`config.mk`:
```
export PLATFORM = sky130hd
export DESIGN_NAME = fitness_scorer
export DESIGN_NICKNAME = d
export VERILOG_FILES = /design/src/rtl/fit_pkg.sv /design/src/rtl/vec_sequencer.sv /design/src/rtl/match_counter.sv /design/src/rtl/score_accum.sv /design/src/rtl/fitness_scorer.sv
export SDC_FILE = /design/constraint.sdc
export NUM_CORES = 1
export LEC_CHECK = 0
export ABC_CLOCK_PERIOD_IN_PS = 3200
export CORE_ASPECT_RATIO = 1.1
export CORE_MARGIN = 2
export CORE_UTILIZATION = 47
export DETAILED_ROUTE_END_ITERATION = 10
export PLACE_DENSITY_LB_ADDON = 0.2
export SETUP_SLACK_MARGIN = 0.02
export SLEW_MARGIN = 30
export SYNTH_ARGS = -nofsm -noshare
export SYNTH_HDL_FRONTEND = slang
export SYNTH_SLANG_ARGS = --single-unit
export TNS_END_PERCENT = 1
```
`constraint.sdc`:
```
create_clock -name clk -period 3.2 [get_ports clk]
set_clock_uncertainty 0.05 [all_clocks]
set_input_delay 0.48 -clock clk [delete_from_list [all_inputs] [get_ports clk]]
set_output_delay 0.48 -clock clk [all_outputs]
set_load 0.005 [all_outputs]
```
`src/rtl/fit_pkg.sv`:
```
// Shared sizing helpers for the fitness evaluator.
// Assumes n_in is small enough that 2^n_in * n_out fits in 32 bits.
package fit_pkg;
    // Best possible score for a given input/output width.
    function automatic int best_score(input int n_in, input int n_out);
        return (1 << n_in) * n_out;
    endfunction

    // Bits needed to hold a score from 0 up to best_score inclusive.
    function automatic int score_bits(input int n_in, input int n_out);
        return $clog2(best_score(n_in, n_out) + 1);
    endfunction
endpackage

```
`src/rtl/vec_sequencer.sv`:
```
// Input-code sequencer: walks every N_IN-bit code once, in ascending order,
// after a launch pulse, and applies the optional stuck-at defect to the copy
// that goes to the candidate. Assumes launch is only given while idle.
module vec_sequencer #(
    parameter int N_IN  = 5,
    parameter int IDX_W = 3
) (
    input  logic             clk,
    input  logic             rst_n,
    input  logic             launch,
    input  logic             fault_en,
    input  logic [IDX_W-1:0] fault_sel,
    input  logic             fault_val,
    output logic [N_IN-1:0]  code,
    output logic [N_IN-1:0]  code_faulty,
    output logic             running,
    output logic             final_code
);
    localparam logic [N_IN-1:0] LAST_CODE = '1;

    logic [N_IN-1:0] code_q;
    logic            run_q;

    assign final_code = run_q && (code_q == LAST_CODE);

    // Step the code counter and the running flag.
    always_ff @(posedge clk) begin
        if (!rst_n) begin
            code_q <= '0;
            run_q  <= 1'b0;
        end else if (launch) begin
            code_q <= '0;
            run_q  <= 1'b1;
        end else if (run_q) begin
            code_q <= code_q + 1'b1;
            if (code_q == LAST_CODE) begin
                run_q <= 1'b0;
            end
        end
    end

    // Pin one candidate input bit when the defect is enabled.
    for (genvar i = 0; i < N_IN; i++) begin : g_pin
        assign code_faulty[i] = (fault_en && (fault_sel == IDX_W'(i))) ? fault_val : code_q[i];
    end

    assign code    = code_q;
    assign running = run_q;
endmodule

```
`src/rtl/match_counter.sv`:
```
// Counts output positions where candidate and reference agree.
// Purely combinational; assumes both buses are already registered.
module match_counter #(
    parameter int N_OUT = 2,
    parameter int CNT_W = 2
) (
    input  logic [N_OUT-1:0] cand,
    input  logic [N_OUT-1:0] refv,
    output logic [CNT_W-1:0] hits
);
    logic [N_OUT-1:0] agree;

    assign agree = ~(cand ^ refv);

    // Add up the agreeing positions.
    always_comb begin
        hits = '0;
        for (int j = 0; j < N_OUT; j++) begin
            hits = hits + CNT_W'(agree[j]);
        end
    end
endmodule

```
`src/rtl/score_accum.sv`:
```
// Sample stage and score accumulator. Registers both responses one cycle
// after each code, adds the agreement count, and on the final sample raises
// done together with the perfect-score and threshold flags.
// Assumes clear is only given while no sample is in flight.
module score_accum #(
    parameter int N_OUT = 2,
    parameter int FIT_W = 7,
    parameter int CNT_W = 2,
    parameter int BEST  = 64
) (
    input  logic             clk,
    input  logic             rst_n,
    input  logic             clear,
    input  logic [FIT_W-1:0] thresh,
    input  logic             code_valid,
    input  logic             code_final,
    input  logic [N_OUT-1:0] cand_out,
    input  logic [N_OUT-1:0] ref_out,
    output logic             sample_valid,
    output logic [FIT_W-1:0] thr_held,
    output logic [FIT_W-1:0] score,
    output logic             done,
    output logic             perfect,
    output logic             passed
);
    localparam logic [FIT_W-1:0] BEST_V = FIT_W'(BEST);

    logic [N_OUT-1:0] cand_q;
    logic [N_OUT-1:0] ref_q;
    logic             vld_q;
    logic             last_q;
    logic [CNT_W-1:0] hits;
    logic [FIT_W-1:0] score_q;
    logic [FIT_W-1:0] score_nxt;
    logic [FIT_W-1:0] thr_q;

    // Capture both responses one cycle after the code is applied.
    always_ff @(posedge clk) begin
        if (!rst_n) begin
            cand_q <= '0;
            ref_q  <= '0;
            vld_q  <= 1'b0;
            last_q <= 1'b0;
        end else begin
            cand_q <= cand_out;
            ref_q  <= ref_out;
            vld_q  <= code_valid;
            last_q <= code_final;
        end
    end

    match_counter #(
        .N_OUT (N_OUT),
        .CNT_W (CNT_W)
    ) u_match (
        .cand (cand_q),
        .refv (ref_q),
        .hits (hits)
    );

    assign score_nxt = score_q + FIT_W'(hits);

    // Accumulate the score and produce the end-of-sweep results.
    always_ff @(posedge clk) begin
        if (!rst_n) begin
            score_q <= '0;
            thr_q   <= '0;
            done    <= 1'b0;
            perfect <= 1'b0;
            passed  <= 1'b0;
        end else begin
            done <= 1'b0;
            if (clear) begin
                score_q <= '0;
                thr_q   <= thresh;
                perfect <= 1'b0;
                passed  <= 1'b0;
            end else if (vld_q) begin
                score_q <= score_nxt;
                if (last_q) begin
                    done    <= 1'b1;
                    perfect <= (score_nxt == BEST_V);
                    passed  <= (score_nxt >= thr_q);
                end
            end
        end
    end

    assign sample_valid = vld_q;
    assign thr_held     = thr_q;
    assign score        = score_q;
endmodule

```
`src/rtl/fitness_scorer.sv`:
```
// Top of the exhaustive bitwise fitness evaluator. Accepts a start only when
// no sweep and no sample are in flight, sequences all input codes, scores
// agreement bit by bit and reports the result with a done pulse.
// Assumes candidate and reference are combinational with respect to their
// inputs, so their responses are valid within the same cycle.
module fitness_scorer #(
    parameter int N_IN  = 5,
    parameter int N_OUT = 2,
    localparam int IDX_W = (N_IN > 1) ? $clog2(N_IN) : 1,
    localparam int FIT_W = fit_pkg::score_bits(N_IN, N_OUT)
) (
    input  logic             clk,
    input  logic             rst_n,
    input  logic             start,
    input  logic [FIT_W-1:0] thresh,
    input  logic             fault_en,
    input  logic [IDX_W-1:0] fault_sel,
    input  logic             fault_val,
    output logic [N_IN-1:0]  stim,
    output logic [N_IN-1:0]  cand_in,
    input  logic [N_OUT-1:0] cand_out,
    input  logic [N_OUT-1:0] ref_out,
    output logic             busy,
    output logic             done,
    output logic [FIT_W-1:0] fitness,
    output logic             max_reached,
    output logic             threshold_met
);
    localparam int BEST  = fit_pkg::best_score(N_IN, N_OUT);
    localparam int CNT_W = $clog2(N_OUT + 1);

    logic launch;
    logic running;
    logic final_code;
    logic sample_valid;
    logic [FIT_W-1:0] thr_held;

    // Accept a start only when the whole pipeline is empty.
    assign launch = start && !running && !sample_valid;

    vec_sequencer #(
        .N_IN  (N_IN),
        .IDX_W (IDX_W)
    ) u_seq (
        .clk         (clk),
        .rst_n       (rst_n),
        .launch      (launch),
        .fault_en    (fault_en),
        .fault_sel   (fault_sel),
        .fault_val   (fault_val),
        .code        (stim),
        .code_faulty (cand_in),
        .running     (running),
        .final_code  (final_code)
    );

    score_accum #(
        .N_OUT (N_OUT),
        .FIT_W (FIT_W),
        .CNT_W (CNT_W),
        .BEST  (BEST)
    ) u_acc (
        .clk          (clk),
        .rst_n        (rst_n),
        .clear        (launch),
        .thresh       (thresh),
        .code_valid   (running),
        .code_final   (final_code),
        .cand_out     (cand_out),
        .ref_out      (ref_out),
        .sample_valid (sample_valid),
        .thr_held     (thr_held),
        .score        (fitness),
        .done         (done),
        .perfect      (max_reached),
        .passed       (threshold_met)
    );

    assign busy = running;
endmodule

```
==> results.cfg, run 1 <==
[synth]
synth.avg_cell_area_sq_um = 9.59
synth_warnings = 0
synth_fp_nets = 185
ys.flop_type = dfxtp_1
syn_inst = 155
yosysSeqAreaShare_pct = 39.1
async_reset_ff_share_pct = 0
synthesis.area_sq_mm = 0.00149
netlist.area_leader.share_pct = 39.1
yosysTopAreaCell = dfxtp_1
synthTopCellsByCount = dfxtp_1, nor2_1, nand2_1
yosysMostFrequentCell = dfxtp_1
ys_top_cells_by_area = dfxtp_1, ha_1, xor2_1, nor2_1, nand2_1
ys_ff_latch = 29
synth-edff-count = 0
yosys.cell_types.count = 36

[timing]
max_freq_mhz = 373
tightest_slew_ps = 739
slew_violations = 0
post-route-period-util_pct = 83.8
rsz0062_at_grt = false
totalNegativeSetupSlack_ps = 0
relSlewSlack_pct = 50.7
setup_viol = 0
finalHoldViolations = 0
period_needed_ps = 2680

[routing]
drc = 0
firstDrtPassIters = 4
first_iter_violations = 25
vias = 1164
antenna_left = 0
wl_per_cell_um = 12.3
vias_per_cell = 5.06
drt_wl_total_um = 2830

[global_routing]
grt_antenna_before_repair = 0
overflow = 0
grt_pass1_wl_um = 5040
grt_max_degree = 21
grt_pass1_vias = 1194
gr-usage-all-layers_pct = 17.8

[worst_setup_path]
worst_setup_path_end_kind = output pin
cp_data_arrival_time_ps = 2150
cp_common_cell = clkdlybuf4s50_1
cp-start-kind = input pin
cp_num_buf_inv = 2
critical_path_class = input pin to output pin
required_ps = 2670
r2r_start = u_acc.ref_q[0]
crit_slowest_cell = clkdlybuf4s50_1
crit_family = buffers and inverters
path_cells = clkdlybuf4s50_1, nand2b_1, nor3b_1, mux2_2, clkdlybuf4s50_1
path_max_fanout = 3
max_stage_delay_ps = 440
critPathLaunch = fault_sel[1]

[power_and_ir_drop]
internal-power_uw = 572
peakVddDrop_mv = 0.279
power.switching_uw = 195
leakagePower_uw = 0.000781
p_per_area_mw_per_mm2 = 393
comb_power_share_pct = 15.8
p_clk_share_pct = 33.1
switching_share_pct = 25.4
p_seq_share_pct = 51.1

[floorplanning]
io_pins = 40
die_w_um = 57.6
row_count = 21
core_sq_mm = 0.00302
die_y_um = 63.0
dieArea_sq_mm = 0.00363
floorplan.initialDensity_pct = 49.2

[finish]
post-route-util_pct = 64.6
antenna_cells = 0
drive_gt1_share_pct = 9.69
n_fill_cell = 256
syn2layout_area_growth_pct = 31.2
num-nets-final = 225
final_area_sq_mm = 0.00195

[clock_tree]
cts_max_level = 2
cts_hold_buf = 0
cts_num_sinks = 29
clockRootBuffer = clkbuf_4
cts_tree = built
cts_setup_buffers = 0
worstSkewPairLatency_ps = 330
cts_buffer_depth = 2
path_clk_slew_ps = 80
cts_buffers = 5
cts_resized = 0

[min_path]
worstHoldStart = u_acc.thr_held[4]
hold_path.class = flip-flop to flip-flop

[run]
cap_violations = 0

[status]
outcome = finished, final reports clean

[placement]
placed_area_sq_mm = 0.00188
gp_congestion = 0.828
post-dp-hpwl_um = 2210
io_buffers = 39
## worst paths after layout
kind / depth (start not counted) / slack [ps] / to
max reg2reg: 10 / 530 / u_acc.passed
min: 2 / 440 / u_acc.thr_held[4]
max: 5 / 520 / cand_in[1]
min reg2reg: 2 / 440 / u_acc.thr_held[4]
## metal layers
metal	part of all wire, %	track usage (%)
met4	2.3	8.14
met2	45	27.1
met5	0	0
met1	47	21.8
met3	5.7	6.83
## power by group through the flow
| stage | clock, uW | combinational, uW | sequential [uW] |
|---|---|---|---|
| 2_1_floorplan | 0 | 79.2 | 392 |
| 3_3_place_gp | 0 | 121 | 400 |
| 3_5_place_dp | 0 | 123 | 401 |
| 4_1_cts | 260 | 124 | 392 |
| 5_1_grt | 279 | 137 | 394 |
| 6_report | 254 | 121 | 392 |
## registers in the layout, indices dropped and copies added (netlist names)
| signal | cells |
|---|---|
| u_acc.score | 7 |
| u_acc.passed | 1 |
| u_acc.sample_valid | 1 |
| u_acc.ref_q | 2 |
| u_acc.done | 1 |
| u_acc.thr_held | 7 |
| u_acc.last_q | 1 |
| u_seq.running | 1 |
| u_seq.code | 5 |
| u_acc.cand_q | 2 |
| u_acc.perfect | 1 |
## layout by cell type, fill, tap and decap left out, types with 4 or more instances in the layout
master and n:
nand2_1 14, o21ai_0 4, nor2_1 15, ha_1 10, dfxtp_1 29, inv_1 10, xor2_1 10, clkdlybuf4s50_1 39
and2_1 6, xnor2_1 4, clkbuf_4 5, mux2_2 4, nand3_1 4
## cell type report
type	instances	area [sq um]	share of cell area [%]
clock buffers	7	65.1	3.34
clock inverters	1	5.00	0.257
inverters	10	37.5	1.92
multi-input cells	110	830	42.5
flip-flops and latches	29	581	29.8
well taps	34	42.5	2.18
repair buffers	39	390	20.0
## worst min-delay path: stages, from the launching register on
cell	delay, ps
dfxtp_1	300
inv_1	70
o21ai_1	70
## cells by family (layout without fill, tap and decap cells)
| group | after synthesis | after routing | synth area share [%] |
|---|---|---|---|
| AND/OR/NAND/NOR | 59 | 59 | 22.4 |
| flip-flops | 29 | 29 | 39.1 |
| buffers and inverters | 16 | 57 | 5.14 |
| multiplexers | 8 | 8 | 5.81 |
| AO/OA/AOI/OAI | 17 | 17 | 7.74 |
| adder cells (fa/ha/maj) | 11 | 11 | 9.76 |
| XOR/XNOR | 15 | 15 | 10.1 |
## through the flow
stage               total power [uW]  setup WS, ps  std cells  hold WS (ps)
floorplan                        471           818        155           395
global placement                 521           595        222           420
detailed placement               523           505        222           425
CTS                              776           505        230           442
global route                     810           311        230           460
finish                           767           520        230           435
Note: power is estimated with default switching activity, not from simulation.
==> inputs of run 2 (changes only) <==
Settings changed: ABC_CLOCK_PERIOD_IN_PS 3200 to 2300, CORE_UTILIZATION 47 to 43.
Clock period 3.2 ns to 2.3 ns, I/O delays scaled along.
==> run 2 against run 1 <==
Net effect:
- worst hold slack worse by 10 ps
- the flow now finishes with violations (negative setup slack)
- routed wire length up 14%
- utilization up 0.70 points
- register-to-register slack worse by 610 ps
- highest routed layer unchanged
- clock-buffer cell count unchanged
- via count up 4.9%
- sequential share of layout area down 2.9 points
==> results.cfg, run 2 (same netlist as run 1, synthesis figures left out) <==
[worst_setup_path]
critPathLaunch = u_acc.cand_q[0]
worst-r2r-setup-slack_ps = -80
path_cells = xor2_2, fa_2, nor2b_4, nand2_2, xnor2_2, ha_1, a21o_1, a211oi_2, o21ai_1, nor3b_2
required_ps = 2460
cp_data_arrival_time_ps = 2540
worst_setup_path_end_kind = flip-flop
max_stage_delay_ps = 390
critical_path_class = flip-flop to flip-flop
crit_slowest_cell = fa_2
r2r_start = u_acc.cand_q[0]
path_max_fanout = 2
cp-start-kind = flip-flop

[timing]
slew_violations = 0
period_needed_ps = 2380
tightest_slew_ps = 407
whs_ps = 425
finalHoldViolations = 0
max_freq_mhz = 420
final.setup.worst_slack_ps = -82.6
totalNegativeSetupSlack_ps = -112
setup_viol = 2
rsz0062_at_grt = true
relSlewSlack_pct = 72.8
post-route-period-util_pct = 104

[floorplanning]
die_w_um = 60.1
core_sq_mm = 0.00333
die_y_um = 65.7
io_pins = 40
row_count = 22
floorplan.initialDensity_pct = 44.6
dieArea_sq_mm = 0.00394

[power_and_ir_drop]
finalPower_uw = 1180
leakagePower_uw = 0.000883
p_per_area_mw_per_mm2 = 541
peakVddDrop_mv = 0.359

[routing]
drt_wl_total_um = 3220
wl_per_cell_um = 12.5
firstDrtPassIters = 4
first_iter_violations = 32
drc = 0
vias_per_cell = 4.75
antenna_left = 0
vias = 1221

[finish]
most-common-layout-cells = clkdlybuf4s50_1, dfxtp_1, nor2_1
multi_input_area_sq_um = 920
post-route-util_pct = 65.3
antenna_cells = 0
final_area_sq_mm = 0.00217
drive_gt1_share_pct = 23.0
num-nets-final = 238
syn2layout_area_growth_pct = 46.2
ff_latch_area_sq_um = 583
mostFrequentLayoutCell = clkdlybuf4s50_1
n_fill_cell = 289

[status]
violations = negative setup slack
outcome = complete, but fails checks

[clock_tree]
cts_max_level = 2
path_clk_slew_ps = 90
cts_buffers = 5
cts_tree = built
cts_hold_buf = 0
worstSkewPairLatency_ps = 320
cts_num_sinks = 29
cts_buffer_depth = 2
clockRootBuffer = clkbuf_4

[placement]
io_buffers = 39
placed_area_sq_mm = 0.00200
gp_congestion = 0.838
post-dp-hpwl_um = 2480

[min_path]
worstHoldStart = u_acc.thr_held[5]
hold_path.class = flip-flop to flip-flop

[global_routing]
grt_antenna_before_repair = 0
grt_pass1_wl_um = 5510
grt_pass1_vias = 1274
gr-usage-all-layers_pct = 19.0
overflow = 0
grt_max_degree = 12

[run]
cap_violations = 0
-- run 2: layout make-up --
type | count | area share [%]
clock buffer | 7 | 2.53
inverter | 10 | 1.73
clock inverter | 1 | 1.38
sequential | 29 | 26.8
tap | 48 | 2.76
timing repair buffer | 52 | 22.5
multi-input combinational | 110 | 42.3
-- run 2: worst paths after layout --
kind,end,cells after the start
max reg2reg,u_acc.passed,10
min reg2reg,u_acc.thr_held[5],2
max,u_acc.passed,10
min,u_acc.thr_held[5],2
-- run 2: metal layers --
metal	wire [um]	vias to the layer above	GRT usage, %
met2	1720	28	34.2
met4	57	0	8.89
met5	0	-	0
met1	1280	564	18.9
met3	163	5	6.89
li1	-	624	-
-- run 2: where the power goes --
group          internal (uW)  total (uW)  switching (uW)
sequential               524         543            18.9
clock                    259         427             167
combinational            118         207            88.9
total                    901        1180             275
-- run 2: critical path: cells and delay by family, from the launching register on --
kind,cells,cell delay (ps)
adders and majority gates,2,670
AOI/OAI and AO/OA,3,500
xor gates and xnor gates,2,360
and+or+nand+nor,3,350
DFF,1,330
-- run 2: what timing repair did --
item                                    4_1_cts  5_1_grt
endpoints found under the setup margin        4        6
setup buffers                                 2        1
pin swaps                                     7        6
gates resized for setup                       9        7
-- run 2: stage by stage --
| step | instances | setup slack, ps |
|---|---|---|
| 6_report | 257 | -82.6 |
| 5_1_grt | 257 | -183 |
| 4_1_cts | 256 | -37.5 |
| 3_5_place_dp | 246 | -58.4 |
| 3_3_place_gp | 246 | -29.8 |
| 2_1_floorplan | 155 | 35.6 |
